### src/rtl/csd_pkg.sv
package csd_pkg;

    // Digit code laid out as {sign, data}; value = data - sign.
    typedef enum logic [1:0] {
        CSD_ZERO = 2'b00,
        CSD_POS  = 2'b01,
        CSD_NEG  = 2'b10,
        CSD_ZALT = 2'b11
    } csd_code_e;

    typedef struct packed {
        csd_code_e code;
        logic      carry;
    } csd_step_t;

    // One recursion step: t = x_cur + c_in, with a look at the next input bit.
    function automatic csd_step_t csd_step(input logic x_cur,
                                           input logic x_nxt,
                                           input logic c_in);
        csd_step_t r;
        if (x_cur ^ c_in) begin
            if (x_nxt) begin
                r.code  = CSD_NEG;
                r.carry = 1'b1;
            end else begin
                r.code  = CSD_POS;
                r.carry = 1'b0;
            end
        end else begin
            r.code  = CSD_ZERO;
            r.carry = x_cur & c_in;
        end
        return r;
    endfunction

endpackage

### src/rtl/csd_digit_cell.sv
module csd_digit_cell
    import csd_pkg::*;
(
    input  logic x_cur,
    input  logic x_nxt,
    input  logic c_in,
    output logic dig_sign,
    output logic dig_data,
    output logic c_out
);
    csd_step_t st;

    always_comb begin
        st       = csd_step(x_cur, x_nxt, c_in);
        dig_sign = st.code[1];
        dig_data = st.code[0];
        c_out    = st.carry;
    end

    // A cell never emits the redundant zero code.
    always_comb begin
        AST_CELL_NO_ALT_ZERO: assert (!(dig_sign && dig_data));
    end
endmodule

### src/rtl/csd_chain.sv
module csd_chain #(
    parameter int WIDTH = 16
) (
    input  logic [WIDTH-1:0] in_word,
    output logic [WIDTH:0]   sign_vec,
    output logic [WIDTH:0]   data_vec
);
    localparam int DIGITS = WIDTH + 1;

    logic [WIDTH:0]   x_ext;
    logic [WIDTH:0]   carry;
    logic [WIDTH-1:0] s_low;
    logic [WIDTH-1:0] d_low;
    logic [WIDTH:0]   nz_vec;

    assign x_ext    = {1'b0, in_word};
    assign carry[0] = 1'b0;

    for (genvar i = 0; i < WIDTH; i++) begin : g_cell
        csd_digit_cell u_cell (
            .x_cur   (x_ext[i]),
            .x_nxt   (x_ext[i+1]),
            .c_in    (carry[i]),
            .dig_sign(s_low[i]),
            .dig_data(d_low[i]),
            .c_out   (carry[i+1])
        );
    end

    // Top digit: the leftover carry is always a positive one.
    assign sign_vec = {1'b0, s_low};
    assign data_vec = {carry[WIDTH], d_low};
    assign nz_vec   = sign_vec ^ data_vec;

    always_comb begin
        AST_CHAIN_NO_ADJACENT: assert ((nz_vec & (nz_vec >> 1)) == '0);
        AST_CHAIN_VALUE: assert ((data_vec - sign_vec) == DIGITS'(x_ext));
    end
endmodule

### src/rtl/csd_weight.sv
module csd_weight #(
    parameter int N     = 17,
    parameter int CNT_W = $clog2(N + 1)
) (
    input  logic [N-1:0]     nz,
    output logic [CNT_W-1:0] count
);
    always_comb begin
        count = '0;
        for (int i = 0; i < N; i++) begin
            count = count + CNT_W'(nz[i]);
        end
    end
endmodule

### src/rtl/csd_converter.sv
module csd_converter #(
    parameter int WIDTH = 16
) (
    input  logic                       clk,
    input  logic                       rst,
    input  logic                       in_valid,
    input  logic [WIDTH-1:0]           in_word,
    output logic                       out_valid,
    output logic [WIDTH:0]             out_sign,
    output logic [WIDTH:0]             out_data,
    output logic [$clog2(WIDTH+2)-1:0] out_nonzero
);
    localparam int DIGITS = WIDTH + 1;
    localparam int CNT_W  = $clog2(DIGITS + 1);

    logic [WIDTH:0]   comb_sign;
    logic [WIDTH:0]   comb_data;
    logic [CNT_W-1:0] comb_count;

    csd_chain #(.WIDTH(WIDTH)) u_chain (
        .in_word (in_word),
        .sign_vec(comb_sign),
        .data_vec(comb_data)
    );

    csd_weight #(.N(DIGITS), .CNT_W(CNT_W)) u_weight (
        .nz   (comb_sign ^ comb_data),
        .count(comb_count)
    );

    always_ff @(posedge clk) begin
        if (rst) begin
            out_valid   <= 1'b0;
            out_sign    <= '0;
            out_data    <= '0;
            out_nonzero <= '0;
        end else begin
            out_valid <= in_valid;
            if (in_valid) begin
                out_sign    <= comb_sign;
                out_data    <= comb_data;
                out_nonzero <= comb_count;
            end
        end
    end

    AST_OUT_VALUE: assert property (@(posedge clk) disable iff (rst)
        in_valid |=> ((out_data - out_sign) == DIGITS'({1'b0, $past(in_word)})));
    AST_OUT_NO_ADJACENT: assert property (@(posedge clk) disable iff (rst)
        (((out_sign ^ out_data) & ((out_sign ^ out_data) >> 1)) == '0));
    AST_OUT_NO_ALT_ZERO: assert property (@(posedge clk) disable iff (rst)
        ((out_sign & out_data) == '0));
    AST_OUT_COUNT: assert property (@(posedge clk) disable iff (rst)
        (32'(out_nonzero) == $countones(out_sign ^ out_data)));
    AST_VALID_RISE: assert property (@(posedge clk) disable iff (rst)
        in_valid |=> out_valid);
    AST_VALID_FALL: assert property (@(posedge clk) disable iff (rst)
        !in_valid |=> !out_valid);
    AST_HOLD_IDLE: assert property (@(posedge clk) disable iff (rst)
        !in_valid |=> ($stable(out_sign) && $stable(out_data) && $stable(out_nonzero)));
endmodule

### config.mk
export PLATFORM = sky130hd
export DESIGN_NAME = csd_converter
export DESIGN_NICKNAME = d
export VERILOG_FILES = /design/src/rtl/csd_pkg.sv /design/src/rtl/csd_digit_cell.sv /design/src/rtl/csd_chain.sv /design/src/rtl/csd_weight.sv /design/src/rtl/csd_converter.sv
export SDC_FILE = /design/constraint.sdc
export NUM_CORES = 1
export LEC_CHECK = 0
export BUFFER_PORTS_ARGS = -buffer_cell sky130_fd_sc_hd__buf_2
export CORE_ASPECT_RATIO = 1.4
export CORE_MARGIN = 2
export CORE_UTILIZATION = 30
export DETAILED_ROUTE_END_ITERATION = 10
export GPL_TIMING_DRIVEN = 0
export SYNTH_ARGS = -nofsm -noshare
export SYNTH_HDL_FRONTEND = slang
export SYNTH_HIERARCHICAL = 1
export SYNTH_SLANG_ARGS = --single-unit
### constraint.sdc
create_clock -name clk -period 17.09 [get_ports clk]
set_input_delay 0.8545 -clock clk [delete_from_list [all_inputs] [get_ports clk]]
set_output_delay 0.8545 -clock clk [all_outputs]
set_load 0.03 [all_outputs]
==> reports/results.txt <==
Internal Power -> 349 uW
Post-synth EDFFs -> 0
WL final -> 5360 um
Vias/cell -> 4.34
Fill cells -> 900
most frequent cell on the critical path -> ha_1
CTS H-tree lvls -> 2
Port-buffer cells -> 56
row cnt -> 40
Worst EP required -> 17.31 ns
clk sink count -> 40
endpoints failing setup -> 0
FMAX -> 0.0708 GHz
Worst slew margin -> 60.1%
Clk pwr share -> 16.1%
grt total ovfl -> 0
cells after synthesis -> 251
Synth area leader -> dfxtp_1
sequential fraction of the synthesis area -> 30.0%
die width -> 83.7 um
Synth top area share -> 30.0%
Initial Utilization -> 31.0%
most frequent cell after synthesis -> dfxtp_1
Hold Crit Class -> flop to flop
Sw Ratio -> 41.0%
DR iter-0 viols -> 33
async set-reset flop share out of synthesis -> 0%
Post-CTS Setup Bufs -> 0
Worst Path Arrival -> 14.35 ns
die area -> 0.00968 sq mm
ys flop type -> dfxtp_1
Least-Margin Pin Slew -> 0.599 ns
Clock Path Buffers -> 2
drt wl/cell -> 12.7 um
total CTS buffers -> 5
final worst path period need -> 14.13 ns
CP max stage delay -> 0.51 ns
Netlist Area Pre-Place -> 0.00267 sq mm
vias in the first global route -> 1,832
Mean Syn Cell Area -> 10.6 sq um
dominant cells by area after synthesis -> dfxtp_1 30%, mux2i_1 15%, ha_1 9.4%
CTS clock-pin slew for the worst setup and hold paths -> 0.06 ns
Die H -> 116 um
Layout area overhead -> 21.6%
via count -> 1,839
initial antenna violation count -> 0
NetSw -> 242 uW
power density over the cells -> 182 mW/mm^2
RSZ-0062 raised after global routing -> no
WHS -> 0.486 ns
CTS resizes -> 0
routed wl met3 -> 190 um
IO Pins -> 59
Crit. End Element -> flop
n_diodes -> 0
gr usage total -> 11.7%
Slowest-stage cell, CP -> fa_1
Final ANT Viol Nets -> 0
CTS tree -> yes
largest net degree at the start of global routing -> 13
Nets -> 368
layout cells sized above 1 -> 32.6%
clock skew -> 0 ns
Routed met2 length -> 2890 um
Seq pwr share -> 18.3%
final setup TNS -> 0 ns
Logic pwr share -> 65.6%
static leakage -> 1.73 nW
first-pass GRT wire length -> 8690 um
Max Fanout on Critical Path -> 3
root buf cell -> clkbuf_16
residual DRC count -> 0
Final Hold Vio Count -> 0
count of hold-fix buffers inserted at cts -> 0
Buf/Inv on CP -> 2
period utilisation layout -> 82.7%
Syn. warnings -> 6
max-cap viol count -> 0
CP Class -> input port to flop
Yosys cell types -> 18
Metal-1 WL -> 2160 um
first-pass iteration count of the detailed router -> 4
worst-skew pair later-pin latency -> 0.28 ns
Worst path top cell family by delay -> adder cells
Commonest cells post-synth -> 40 x dfxtp_1, 39 x mux2i_1, 39 x nor2_1
Yosys reg bits -> 40
Worst VDD drop -> 0.105 mV
Placer Congestion -> 0.755
Max Slew Vio Count -> 0
Setup crit start kind -> input port
Post-DP HPWL -> 4370 um
Core Area -> 0.00861 sq mm
status -> finished, final reports clean
uppermost layer routed -> met4
## registers in the layout, summed over array words and instances (netlist names)
signal	cells
out_sign	17
out_valid	1
out_nonzero	5
out_data	17
## metrics by stage
stage / util, % / instances / setup slack [ns] / instance area (sq um) / power, mW
detailed placement: 36.0 / 416 / 2.70 / 3100 / 0.506
finish: 37.7 / 424 / 2.96 / 3240 / 0.591
floorplan: - / 255 / 3.45 / 2680 / 0.433
CTS: 37.7 / 424 / 2.95 / 3240 / 0.603
global route: 37.7 / 424 / 2.47 / 3240 / 0.661
global placement: 36.0 / 416 / 2.86 / 3100 / 0.492
## cell usage in the layout, fill, tap and decap left out
cell       count
buf_2         56
dfxtp_1       40
mux2i_1       39
nor2_1        39
ha_1          20
nor2b_1       19
inv_1         18
xor2_1        17
mux2_4        16
and2_2        16
fa_1          11
clkbuf_16      5
conb_1         5
clkbuf_1       4
buf_12         4
clkinv_2       2
buf_4          2
xnor2_1        2
buf_6          1
clkbuf_8       1
o21a_1         1
a221oi_2       1
## cell type report
type	instances	area (sq um)	area share (%)
flip-flops and latches	40	801	24.7
plain buffers	11	121	3.74
clock inverters	2	10.0	0.309
multi-input cells	186	1690	52.2
well taps	105	131	4.05
clock buffers	6	139	4.28
inverters	18	67.6	2.08
repair buffers	56	280	8.64
## kinds of logic after synthesis
group / Yosys count / synth area share (%)
fa+ha+maj: 31 / 17.6
other cells: 1 / 0.141
simple gates: 74 / 14.4
buf+inv: 29 / 7.08
mux: 55 / 23.6
flops: 40 / 30.0
xor+xnor: 19 / 6.24
compound gates: 2 / 0.844
## worst paths after layout
check	startpoint	to	slack [ns]	depth (start not counted)
min	out_data[14]	out_data[14]	0.49	2
max	in_word[0]	out_nonzero[4]	2.96	45
min reg2reg	out_data[14]	out_data[14]	0.49	2
max reg2reg	out_data[1]	out_data[1]	16.45	2
## metal layers
| layer | vias to the layer above | GRT usage, % |
|---|---|---|
| met5 | - | 0 |
| met4 | 0 | 6.13 |
| met3 | 8 | 2.35 |
| met2 | 33 | 21.4 |
| met1 | 856 | 12.8 |
| li1 | 942 | - |
## power groups by stage
stage,Sequential [mW],Clock [mW],Combinational (mW)
after floorplan,0.127,0,0.305
after global placement,0.110,0,0.382
after detailed placement,0.110,0,0.396
after CTS,0.108,0.0981,0.396
after global routing,0.109,0.102,0.450
final,0.108,0.0953,0.388
## worst register-to-register path, delay by kind of cell, from the launching register on
kind	cells	cell delay, ns
flip-flops	1	0.33
multiplexers	1	0.13
AND/OR/NAND/NOR	1	0.05
No activity file was read; power rests on OpenSTA's default activity.
